===== config.mk =====
export PLATFORM = sky130hd
export DESIGN_NAME = bus_arbiter
export DESIGN_NICKNAME = d
export VERILOG_FILES = /design/src/rtl/arb_pkg.sv /design/src/rtl/arb_picker.sv /design/src/rtl/arb_split_mask.sv /design/src/rtl/arb_grant_fsm.sv /design/src/rtl/bus_arbiter.sv
export SDC_FILE = /design/constraint.sdc
export NUM_CORES = 1
export LEC_CHECK = 0
export BUFFER_PORTS_ARGS = -buffer_cell sky130_fd_sc_hd__buf_2
export CORE_AREA = 8 8 106 89
export CTS_CLUSTER_SIZE = 14
export DETAILED_ROUTE_END_ITERATION = 8
export DIE_AREA = 0 0 114 97
export PLACE_DENSITY = 0.77
export SETUP_SLACK_MARGIN = 0.5
export SLEW_MARGIN = 30
export SYNTH_ARGS = -nofsm -noshare
export SYNTH_HDL_FRONTEND = slang
export SYNTH_SLANG_ARGS = --single-unit

===== constraint.sdc =====
create_clock -name clk -period 6.9 [get_ports clk]
set_input_delay 1.38 -clock clk [delete_from_list [all_inputs] [get_ports clk]]
set_output_delay 1.38 -clock clk [all_outputs]
set_load 0.005 [all_outputs]

===== src/rtl/arb_pkg.sv =====
package arb_pkg;

    typedef enum logic [1:0] {
        ST_PARK  = 2'd0,
        ST_BUSY  = 2'd1,
        ST_LOCK  = 2'd2,
        ST_DUMMY = 2'd3
    } arb_state_e;

endpackage


===== src/rtl/arb_picker.sv =====
module arb_picker #(
    parameter int N_MST = 16,
    parameter int IDW   = 4
) (
    input  logic [N_MST-1:0] elig_i,
    input  logic             mode_rr_i,
    input  logic [IDW-1:0]   last_i,
    output logic             found_o,
    output logic [IDW-1:0]   pick_o
);

    // Scan all masters once, starting at 0 (fixed) or last+1 (rotating).
    always_comb begin
        int start;
        found_o = 1'b0;
        pick_o  = '0;
        start   = mode_rr_i ? (int'(last_i) + 1) : 0;
        if (start >= N_MST) begin
            start = 0;
        end
        for (int k = 0; k < N_MST; k++) begin
            int cand;
            cand = start + k;
            if (cand >= N_MST) begin
                cand = cand - N_MST;
            end
            if (!found_o && elig_i[IDW'(cand)]) begin
                found_o = 1'b1;
                pick_o  = IDW'(cand);
            end
        end
    end

endmodule


===== src/rtl/arb_split_mask.sv =====
module arb_split_mask #(
    parameter int N_MST = 16,
    parameter int IDW   = 4
) (
    input  logic             clk,
    input  logic             rst_n,
    input  logic             split_rsp_i,
    input  logic [IDW-1:0]   owner_i,
    input  logic             owner_dummy_i,
    input  logic [N_MST-1:0] resume_i,
    output logic [N_MST-1:0] mask_o
);

    logic [N_MST-1:0] set_w;

    always_comb begin
        set_w = '0;
        if (split_rsp_i && !owner_dummy_i) begin
            set_w[owner_i] = 1'b1;
        end
    end

    for (genvar i = 0; i < N_MST; i++) begin : g_bit
        always_ff @(posedge clk or negedge rst_n) begin
            if (!rst_n) begin
                mask_o[i] <= 1'b0;
            end else if (resume_i[i]) begin
                mask_o[i] <= 1'b0;
            end else if (set_w[i]) begin
                mask_o[i] <= 1'b1;
            end
        end

        AST_SPLIT_SETS: assert property (@(posedge clk) disable iff (!rst_n)
            (set_w[i] && !resume_i[i]) |=> mask_o[i]);
        AST_RESUME_CLEARS: assert property (@(posedge clk) disable iff (!rst_n)
            resume_i[i] |=> !mask_o[i]);
    end

endmodule


===== src/rtl/arb_grant_fsm.sv =====
module arb_grant_fsm
    import arb_pkg::*;
#(
    parameter int N_MST = 16,
    parameter int IDW   = 4
) (
    input  logic             clk,
    input  logic             rst_n,
    input  logic [N_MST-1:0] req_i,
    input  logic [N_MST-1:0] lock_i,
    input  logic [N_MST-1:0] mask_i,
    input  logic             mode_rr_i,
    input  logic             ready_i,
    input  logic             found_i,
    input  logic [IDW-1:0]   pick_i,
    output logic [N_MST-1:0] elig_o,
    output logic [IDW-1:0]   gidx_o,
    output logic [N_MST-1:0] grant_o,
    output logic             dummy_o
);

    arb_state_e     state_q, state_d;
    logic [IDW-1:0] gidx_q, gidx_d;
    logic           hold_lock;
    logic           pend_masked;

    assign elig_o      = req_i & ~mask_i;
    assign pend_masked = |(req_i & mask_i);
    assign hold_lock   = (state_q != ST_DUMMY) && lock_i[gidx_q]
                         && req_i[gidx_q] && !mask_i[gidx_q];

    // State register
    always_ff @(posedge clk or negedge rst_n) begin
        if (!rst_n) begin
            state_q <= ST_PARK;
            gidx_q  <= '0;
        end else begin
            state_q <= state_d;
            gidx_q  <= gidx_d;
        end
    end

    // Next state
    always_comb begin
        arb_state_e     free_st;
        logic [IDW-1:0] free_idx;
        if (found_i) begin
            free_st  = ST_BUSY;
            free_idx = pick_i;
        end else if (pend_masked) begin
            free_st  = ST_DUMMY;
            free_idx = gidx_q;
        end else begin
            free_st  = ST_PARK;
            free_idx = mode_rr_i ? gidx_q : '0;
        end
        state_d = state_q;
        gidx_d  = gidx_q;
        if (ready_i) begin
            unique case (state_q)
                ST_DUMMY: begin
                    state_d = free_st;
                    gidx_d  = free_idx;
                end
                ST_PARK, ST_BUSY, ST_LOCK: begin
                    if (hold_lock) begin
                        state_d = ST_LOCK;
                    end else begin
                        state_d = free_st;
                        gidx_d  = free_idx;
                    end
                end
                default: begin
                    state_d = ST_PARK;
                    gidx_d  = '0;
                end
            endcase
        end
    end

    // Outputs
    always_comb begin
        grant_o = '0;
        dummy_o = 1'b0;
        unique case (state_q)
            ST_DUMMY: dummy_o = 1'b1;
            ST_PARK, ST_BUSY, ST_LOCK: grant_o[gidx_q] = 1'b1;
            default: dummy_o = 1'b0;
        endcase
    end

    assign gidx_o = gidx_q;

    AST_GRANT_SHAPE: assert property (@(posedge clk) disable iff (!rst_n)
        ($onehot(grant_o) && !dummy_o) || (dummy_o && grant_o == '0));
    AST_STILL_WHEN_WAIT: assert property (@(posedge clk) disable iff (!rst_n)
        !ready_i |=> ($stable(grant_o) && $stable(dummy_o)));
    AST_FIXED_LOWEST: assert property (@(posedge clk) disable iff (!rst_n)
        (ready_i && !mode_rr_i && !hold_lock && found_i)
        |=> (((grant_o - {{(N_MST-1){1'b0}}, 1'b1}) & $past(elig_o)) == '0));
    AST_LOCK_KEEP: assert property (@(posedge clk) disable iff (!rst_n)
        (ready_i && hold_lock) |=> $stable(grant_o));
    AST_NO_MASKED_GRANT: assert property (@(posedge clk) disable iff (!rst_n)
        (ready_i && !hold_lock) |=> ((grant_o & $past(req_i & mask_i)) == '0));
    AST_DUMMY_ALL_MASKED: assert property (@(posedge clk) disable iff (!rst_n)
        (ready_i && !hold_lock && !found_i && pend_masked) |=> dummy_o);

endmodule


===== src/rtl/bus_arbiter.sv =====
module bus_arbiter #(
    parameter int N_MST = 16,
    parameter int OWN_W = (N_MST > 1) ? $clog2(N_MST) : 1
) (
    input  logic             clk,
    input  logic             rst_n,
    input  logic [N_MST-1:0] req_i,
    input  logic [N_MST-1:0] lock_i,
    input  logic             mode_rr_i,
    input  logic             ready_i,
    input  logic             split_rsp_i,
    input  logic [N_MST-1:0] split_resume_i,
    output logic [N_MST-1:0] grant_o,
    output logic             dummy_o,
    output logic [OWN_W-1:0] owner_o,
    output logic             owner_dummy_o,
    output logic             owner_lock_o
);

    logic [N_MST-1:0] mask_w;
    logic [N_MST-1:0] elig_w;
    logic             found_w;
    logic [OWN_W-1:0] pick_w;
    logic [OWN_W-1:0] gidx_w;

    arb_split_mask #(.N_MST(N_MST), .IDW(OWN_W)) u_mask (
        .clk           (clk),
        .rst_n         (rst_n),
        .split_rsp_i   (split_rsp_i),
        .owner_i       (owner_o),
        .owner_dummy_i (owner_dummy_o),
        .resume_i      (split_resume_i),
        .mask_o        (mask_w)
    );

    arb_picker #(.N_MST(N_MST), .IDW(OWN_W)) u_pick (
        .elig_i    (elig_w),
        .mode_rr_i (mode_rr_i),
        .last_i    (gidx_w),
        .found_o   (found_w),
        .pick_o    (pick_w)
    );

    arb_grant_fsm #(.N_MST(N_MST), .IDW(OWN_W)) u_fsm (
        .clk       (clk),
        .rst_n     (rst_n),
        .req_i     (req_i),
        .lock_i    (lock_i),
        .mask_i    (mask_w),
        .mode_rr_i (mode_rr_i),
        .ready_i   (ready_i),
        .found_i   (found_w),
        .pick_i    (pick_w),
        .elig_o    (elig_w),
        .gidx_o    (gidx_w),
        .grant_o   (grant_o),
        .dummy_o   (dummy_o)
    );

    // Address-phase owner, one ready edge behind the grant
    always_ff @(posedge clk or negedge rst_n) begin
        if (!rst_n) begin
            owner_o       <= '0;
            owner_dummy_o <= 1'b0;
            owner_lock_o  <= 1'b0;
        end else if (ready_i) begin
            owner_o       <= gidx_w;
            owner_dummy_o <= dummy_o;
            owner_lock_o  <= lock_i[gidx_w] && !dummy_o;
        end
    end

    AST_OWNER_DUMMY_TRAIL: assert property (@(posedge clk) disable iff (!rst_n)
        ready_i |=> (owner_dummy_o == $past(dummy_o)));
    AST_OWNER_WAS_GRANTED: assert property (@(posedge clk) disable iff (!rst_n)
        (ready_i && !dummy_o) |=> ((($past(grant_o)) >> owner_o) & {{(N_MST-1){1'b0}}, 1'b1}) != '0);

endmodule


==> impl_metrics.json, run 1 <==
{
  "outcome": "complete, no violations",
  "cell_area_after_synthesis_um2": 4040,
  "path_class": "reg2reg",
  "timing.critical_path.required_ns": 7.08,
  "cts_sinks": 28,
  "top_level_ports": 76,
  "ys_types": 82,
  "drt_wl_total_mm": 14.0,
  "cts-root-buf": "clkbuf_8",
  "p_leak_nw": 1.92,
  "tritoncts": "built",
  "post_synth_inst_count": 456,
  "cts_made_buffers": 3,
  "finalNetCount": 580,
  "crit_chain": "inv_1, ha_1, nand2_8, ha_1, clkinv_1, mux4_2, mux4_2, inv_2, a211oi_2, and3_4, a21boi_2, a222oi_1, or4_1, a32o_1",
  "layout_min_cycle_time_ns": 5.81,
  "antenna_violations_before_repair": 0,
  "cts-resized-gates": 0,
  "ant_nets": 0,
  "async_flop_share": 1.00,
  "drt_iter0_drc": 529,
  "net-switching-power_w": 0.00136,
  "hold_ws_ns": 0.501,
  "cellPowerDensity_nw_per_um2": 531,
  "multi_input_comb_area_um2": 3160,
  "avgRoutedWirePerCell_um": 22.4,
  "worst_skew_pair.late_latency_ns": 0.28,
  "final.fill_count": 699,
  "critPathLaunchType": "register",
  "max_slew_margin": 0.359,
  "remaining_drc_errors": 0,
  "worst-slew-pin-transition_ns": 0.948,
  "first_pass_iters": 6,
  "power.ir.vdd_worst_uv": 341,
  "synth.yosys.seq_area_share": 0.174,
  "number_of_hold_buffers_added_after_cts": 0,
  "antennaDiodeCount": 0,
  "avgSynthCellArea_um2": 8.85,
  "largest_net_degree_at_the_start_of_global_routing": 29,
  "number_of_warnings_printed_during_yosys_synthesis": 0,
  "worstSetupEndpointType": "register",
  "initial_core_util": 0.525,
  "buffer_ports.inserted": 75,
  "count_of_final_hold_check_violations": 0,
  "grt_pass1_vias": 4042,
  "drive_gt1_frac": 0.278,
  "grt_remaining_overflow": 0,
  "grt_pass1_wl_mm": 22.0,
  "finalWeightedCongestion": 0.926,
  "finalSetupTns_ns": 0,
  "ctsHtreeMaxLevel": 1,
  "drt-vias-per-instance": 6.89,
  "worst_setup_hold_path_clk_slew_ns": 0.10,
  "combinationalPowerShare": 0.841,
  "synth-edff-count": 0,
  "floorplan.die.height_um": 97,
  "biggest_cell_delay_along_the_critical_path_ns": 0.77,
  "post-route-period-util": 0.842,
  "critical_path.slowest_cell": "dfrtp_1",
  "worst_path_arrival_ns": 5.99,
  "hold_path.class": "reg2reg",
  "final-seq-area_um2": 701,
  "clockPowerShare": 0.043,
  "dpl.hpwl_mm": 11.2,
  "setup-violations-final": 0,
  "power.switching_fraction": 0.569,
  "drv_slew": 0,
  "timing.fmax_mhz": 172,
  "rsz_0062_raised_after_global_routing": "no",
  "row_count": 29,
  "synth-seq-cells": 28,
  "top_ff_cell_synth": "dfrtp_1",
  "die_w_um": 114,
  "layout_skew_ns": 0.00671,
  "routed-via-count": 4295,
  "crit_path_max_fanout": 15,
  "drv_cap": 0,
  "grt_usage": 0.247,
  "power.sequential.fraction": 0.115,
  "cts_setup_buffers": 0,
  "final_util": 0.585,
  "die-area_um2": 11100,
  "area_delta_synth_final_pct": 11.6,
  "intPower_w": 0.00103,
  "mappedNetlistNets": 520,
  "clk_path_buf_depth": 2,
  "core_region_area_um2": 7690
}
## layer usage
layer  track usage  wire length [um]
met1         0.365              6040
met5             0                 0
met2         0.366              6170
met3        0.0422              1550
met4        0.0449               218
## flip-flops by register name, indices dropped and copies added, names as in the netlist
name / count
owner_o: 4
u_fsm.state_q: 2
u_fsm.gidx_o: 4
u_mask.mask_o: 16
owner_lock_o: 1
owner_dummy_o: 1
## cell families after synthesis
kind of cell,Yosys count,synth area share
mux,54,0.219
xor+xnor,13,0.0366
fa+ha+maj,11,0.0341
compound gates,130,0.239
buf+inv,37,0.0440
flops,28,0.174
simple gates,183,0.255
## worst max-delay path: cells and delay by family, from the launching register on
kind / cells / cell delay [ns]
adders and majority gates: 2 / 1.37
muxes: 2 / 0.70
and+or+nand+nor: 3 / 1.08
AOI/OAI and AO/OA: 4 / 1.03
DFF: 1 / 0.77
buffers and inverters: 3 / 0.75
## cell type report
class	instances	area share
clock buffer	4	0.0122
sequential	28	0.156
multi-input combinational	391	0.701
timing repair buffer	77	0.0867
tap	108	0.0300
inverter	15	0.0142
## cells in the mapped netlist, types with 8 or more instances
library cell / number / share of area
a21oi_1: 24 / 0.030
a22oi_1: 9 / 0.017
and2_1: 21 / 0.033
clkbuf_1: 9 / 0.0084
dfrtp_1: 28 / 0.17
ha_1: 11 / 0.034
inv_1: 10 / 0.0093
mux2_2: 10 / 0.028
mux2i_1: 17 / 0.042
mux4_2: 26 / 0.15
nand2_1: 38 / 0.035
nand2b_1: 18 / 0.028
nand3_1: 10 / 0.012
nand4_1: 16 / 0.025
nor2_1: 35 / 0.033
o211ai_1: 11 / 0.020
o21ai_0: 17 / 0.021
xnor2_1: 8 / 0.017
## through the flow
stage / instance area (um^2) / std cells / power [W] / setup WS (ns)
after floorplan: 4040 / 456 / 0.00172 / 1.84
after global placement: 4450 / 619 / 0.00222 / 1.21
after detailed placement: 4450 / 619 / 0.00221 / 1.03
after CTS: 4500 / 623 / 0.00231 / 1.16
after global routing: 4500 / 623 / 0.00252 / 0.747
final: 4500 / 623 / 0.00239 / 1.09
## power by group through the flow
| stage | logic [W] | clock network, W | registers [W] |
|---|---|---|---|
| after floorplan | 0.00149 | 0 | 0.000229 |
| after global placement | 0.00194 | 0 | 0.000274 |
| after detailed placement | 0.00193 | 0 | 0.000276 |
| after CTS | 0.00194 | 0.000104 | 0.000274 |
| after global routing | 0.00213 | 0.000111 | 0.000287 |
| final | 0.00201 | 0.000104 | 0.000275 |
## worst paths after layout
kind / start / to / slack, ns / cells past startpoint
worst max-delay path: u_fsm.gidx_o[1]$_DFFE_PN0P_ / u_fsm.gidx_o[1]$_DFFE_PN0P_ / 1.09 / 14
max in group asynchronous: rst_n / u_mask.mask_o[6]$_DFFE_PN0P_ / 5.35 / 1
worst min register to register: owner_lock_o$_DFFE_PN0P_ / owner_lock_o$_DFFE_PN0P_ / 0.50 / 2
worst max register to register: u_fsm.gidx_o[1]$_DFFE_PN0P_ / u_fsm.gidx_o[1]$_DFFE_PN0P_ / 1.09 / 14
min in group asynchronous: rst_n / u_mask.mask_o[15]$_DFFE_PN0P_ / 1.12 / 1
worst min-delay path: owner_lock_o$_DFFE_PN0P_ / owner_lock_o$_DFFE_PN0P_ / 0.50 / 2
## layout by cell type (no fill, tap or decap), drive strengths merged, types with 14 or more instances in the layout
master / count
buf: 77
nand2: 40
nor2: 36
dfrtp: 28
mux4: 26
a21oi: 24
and2: 22
o21ai: 19
nand2b: 18
mux2i: 18
nand4: 16
inv: 14
(Power assumes the default switching activity.)
==> run 2, diff against run 1 <==
- ABC_AREA: default -> 1
- clock period: 6.9 -> 5.65 ns (I/O delays scaled with it)
==> run 2 against run 1 <==
- final area up 0.42%
- clock skew down 0.0022 ns
- area after synthesis up 0.15%
- sequential cell count unchanged
- maximum frequency up 25%
- register-to-register slack worse by 0.08 ns
- final cell count up 42%
==> impl_metrics.json, run 2 <==
{
  "routed-via-count": 4990,
  "finalWeightedCongestion": 0.984,
  "post_synth_inst_count": 713,
  "path_class": "reg2reg",
  "drv_slew": 0,
  "layout_min_cycle_time_ns": 4.64,
  "async_flop_share": 1.00,
  "row_count": 29,
  "antenna_violations_before_repair": 0,
  "crit_path_max_fanout": 24,
  "netlist.top_cell.by_area": "nand2_1",
  "p_leak_nw": 2.49,
  "synth-seq-cells": 28,
  "grt_usage": 0.251,
  "highest-signal-layer": "met4",
  "power.ir.vdd_worst_uv": 388,
  "netlist_top_cells_count": "nand2_1 (243), nand3_1 (93), inv_1 (83), nor2_1 (76), o21ai_0 (29)",
  "cts_sinks": 28,
  "synth.most_common_cell": "nand2_1",
  "grt_remaining_overflow": 0,
  "post-route-period-util": 0.821,
  "antennaDiodeCount": 0,
  "hold_path.class": "reg2reg",
  "layout_skew_ns": 0.00450,
  "timing.critical_path.required_ns": 5.83,
  "final_critical_path_setup_slack_ns": 1.01,
  "core_region_area_um2": 7690,
  "rrSetupSlack_ns": 1.01,
  "first_pass_iters": 6,
  "area_delta_synth_final_pct": 11.9,
  "drv_cap": 0,
  "synth.yosys.seq_area_share": 0.173,
  "largest-register": "u_mask.mask_o",
  "drt-vias-per-instance": 5.65,
  "final_util": 0.588,
  "number_of_flip_flops_in_the_largest_register": 16,
  "regToRegStartpoint": "u_fsm.gidx_o[0]$_DFFE_PN0P_",
  "clk_path_buf_depth": 2,
  "largest_net_degree_at_the_start_of_global_routing": 29,
  "ys_types": 43,
  "drt_iter0_drc": 526,
  "met2WireLength_mm": 6.31,
  "buffer_ports.inserted": 75,
  "rsz_0062_raised_after_global_routing": "no",
  "finalSetupTns_ns": 0,
  "top_ff_cell_synth": "dfrtp_1",
  "setup-violations-final": 0,
  "avgRoutedWirePerCell_um": 15.8,
  "avgSynthCellArea_um2": 5.67,
  "drive_gt1_frac": 0.178,
  "dpl.hpwl_mm": 11.4,
  "crit_chain": "ha_1, nand3_4, nand3_2, inv_2, ha_1, nand4_1, nand2_1, nand3_2, nand2_2, nand2_2, nand2_2, nand3_4, nor2_8, nand4_4, nor2_4, nand4_2, nor2_4, nand4_4, nor2_4, nor2_1, inv_2, nor2_1, nand2_1, nand2_1",
  "outcome": "complete, no violations",
  "worst_setup_hold_path_clk_slew_ns": 0.10,
  "top_level_ports": 76,
  "crit_cells": 24,
  "grt_pass1_wl_mm": 22.6,
  "synth-edff-count": 0,
  "count_of_final_hold_check_violations": 0,
  "number_of_warnings_printed_during_yosys_synthesis": 0,
  "die-area_um2": 11100,
  "critical_path.slowest_cell": "dfrtp_2",
  "drt_wl_total_mm": 13.9,
  "floorplan.die.height_um": 97,
  "startpoint": "u_fsm.gidx_o[0]$_DFFE_PN0P_",
  "biggest_cell_delay_along_the_critical_path_ns": 0.56,
  "worst_path_arrival_ns": 4.82,
  "tritoncts": "built",
  "initial_core_util": 0.526,
  "layout_common_cells": "nand2_1 (243), nand3_1 (93), inv_1 (83)",
  "timing.critical_path.to": "u_fsm.gidx_o[2]$_DFFE_PN0P_",
  "synth_area_leaders": "nand2_1 (23%), dfrtp_1 (17%), nand3_1 (12%)",
  "critical_path.n_buffers_inverters": 2,
  "layout.cells.most_common": "nand2_1",
  "cts-root-buf": "clkbuf_8",
  "rr_endpoint": "u_fsm.gidx_o[2]$_DFFE_PN0P_",
  "place_worst_setup_slack_ns": 0.796,
  "ant_nets": 0,
  "routed_wl_met3_mm": 1.37,
  "cellPowerDensity_nw_per_um2": 549,
  "worstSetupEndpointType": "register",
  "max_slew_margin": 0.435,
  "timing.fmax_mhz": 216,
  "finalNetCount": 840,
  "die_w_um": 114,
  "synth_top_cell_area_share": 0.226,
  "cell_area_after_synthesis_um2": 4040,
  "worst-slew-pin-transition_ns": 0.843,
  "routedLengthMet1_mm": 6.15,
  "worst_skew_pair.late_latency_ns": 0.28,
  "critPathTopFamily": "simple AND/OR/NAND/NOR gates",
  "remaining_drc_errors": 0,
  "mappedNetlistNets": 777,
  "ctsHtreeMaxLevel": 1,
  "cts_made_buffers": 3,
  "totalPowerFinal_w": 0.00248,
  "critPathLaunchType": "register",
  "timing.reg2reg.worst_path_depth": 24,
  "grt_pass1_vias": 4656
}
## run 2: through the flow
stage          area [um^2]  std cells  hold WS [ns]
2_1_floorplan         4040        713         0.466
5_1_grt               4520        883         0.540
4_1_cts               4510        883         0.513
3_5_place_dp          4440        879         0.488
6_report              4520        883         0.506
3_3_place_gp          4440        879         0.464
## run 2: cell type report
class                           count  area [um^2]
Fill cell                         780         3170
Multi-Input combinational cell    569         2850
Sequential cell                    28          703
Timing Repair Buffer               79          405
Inverter                           95          360
Tap cell                          108          135
Clock buffer                        3         41.3
Clock inverter                      1         30.0
## run 2: metal layers
layer	vias to the layer above	GRT usage
li1	2430	-
met1	2318	0.353
met5	-	0
met2	232	0.397
met4	0	0.0337
met3	10	0.0410
## run 2: worst min path at each step
stage                                 startpoint                            to  slack (ns)  cells after the start
finish                  owner_lock_o$_DFFE_PN0P_      owner_lock_o$_DFFE_PN0P_        0.51                      2
floorplan           u_fsm.state_q[0]$_DFFE_PN0P_  u_fsm.state_q[0]$_DFFE_PN0P_        0.47                      2
global placement        owner_lock_o$_DFFE_PN0P_      owner_lock_o$_DFFE_PN0P_        0.46                      2
global route            owner_lock_o$_DFFE_PN0P_      owner_lock_o$_DFFE_PN0P_        0.54                      2
detailed placement      owner_lock_o$_DFFE_PN0P_      owner_lock_o$_DFFE_PN0P_        0.49                      2
CTS                     owner_lock_o$_DFFE_PN0P_      owner_lock_o$_DFFE_PN0P_        0.51                      2
## run 2: kinds of logic after synthesis
| logic type | Yosys count | share of synthesized area |
|---|---|---|
| and+or+nand+nor | 475 | 0.545 |
| buffers and inverters | 116 | 0.123 |
| AOI/OAI and AO/OA | 79 | 0.114 |
| DFF | 28 | 0.173 |
| adders and majority gates | 11 | 0.0340 |
| xor gates and xnor gates | 4 | 0.0105 |
## run 2: timing repair
item | in CTS | in global routing
setup buffers | 0 | 0
hold buffers | 0 | 0
hold endpoints to repair | 0 | 0
gates resized for setup | 0 | 4
endpoints found under the setup margin | 0 | 6
## run 2: power breakdown
part	switching [W]	internal (W)	leakage, nW	total [W]
clock network	0.0000687	0.0000950	0.0357	0.000164
logic	0.00142	0.000580	2.09	0.00200
registers	0.0000746	0.000243	0.372	0.000318
total	0.00156	0.000918	2.49	0.00248
## run 2: worst register-to-register path, stage by stage, from the launching register on
cell	delay, ns
dfrtp_2	0.56
ha_1	0.34
nand3_4	0.31
nand3_2	0.36
inv_2	0.41
ha_1	0.26
nand4_1	0.10
nand2_1	0.32
nand3_2	0.15
nand2_2	0.10
nand2_2	0.05
nand2_2	0.10
nand3_4	0.11
nor2_8	0.15
nand4_4	0.12
nor2_4	0.15
nand4_2	0.13
nor2_4	0.20
nand4_4	0.15
nor2_4	0.17
nor2_1	0.08
inv_2	0.08
nor2_1	0.04
nand2_1	0.06
nand2_1	0.04
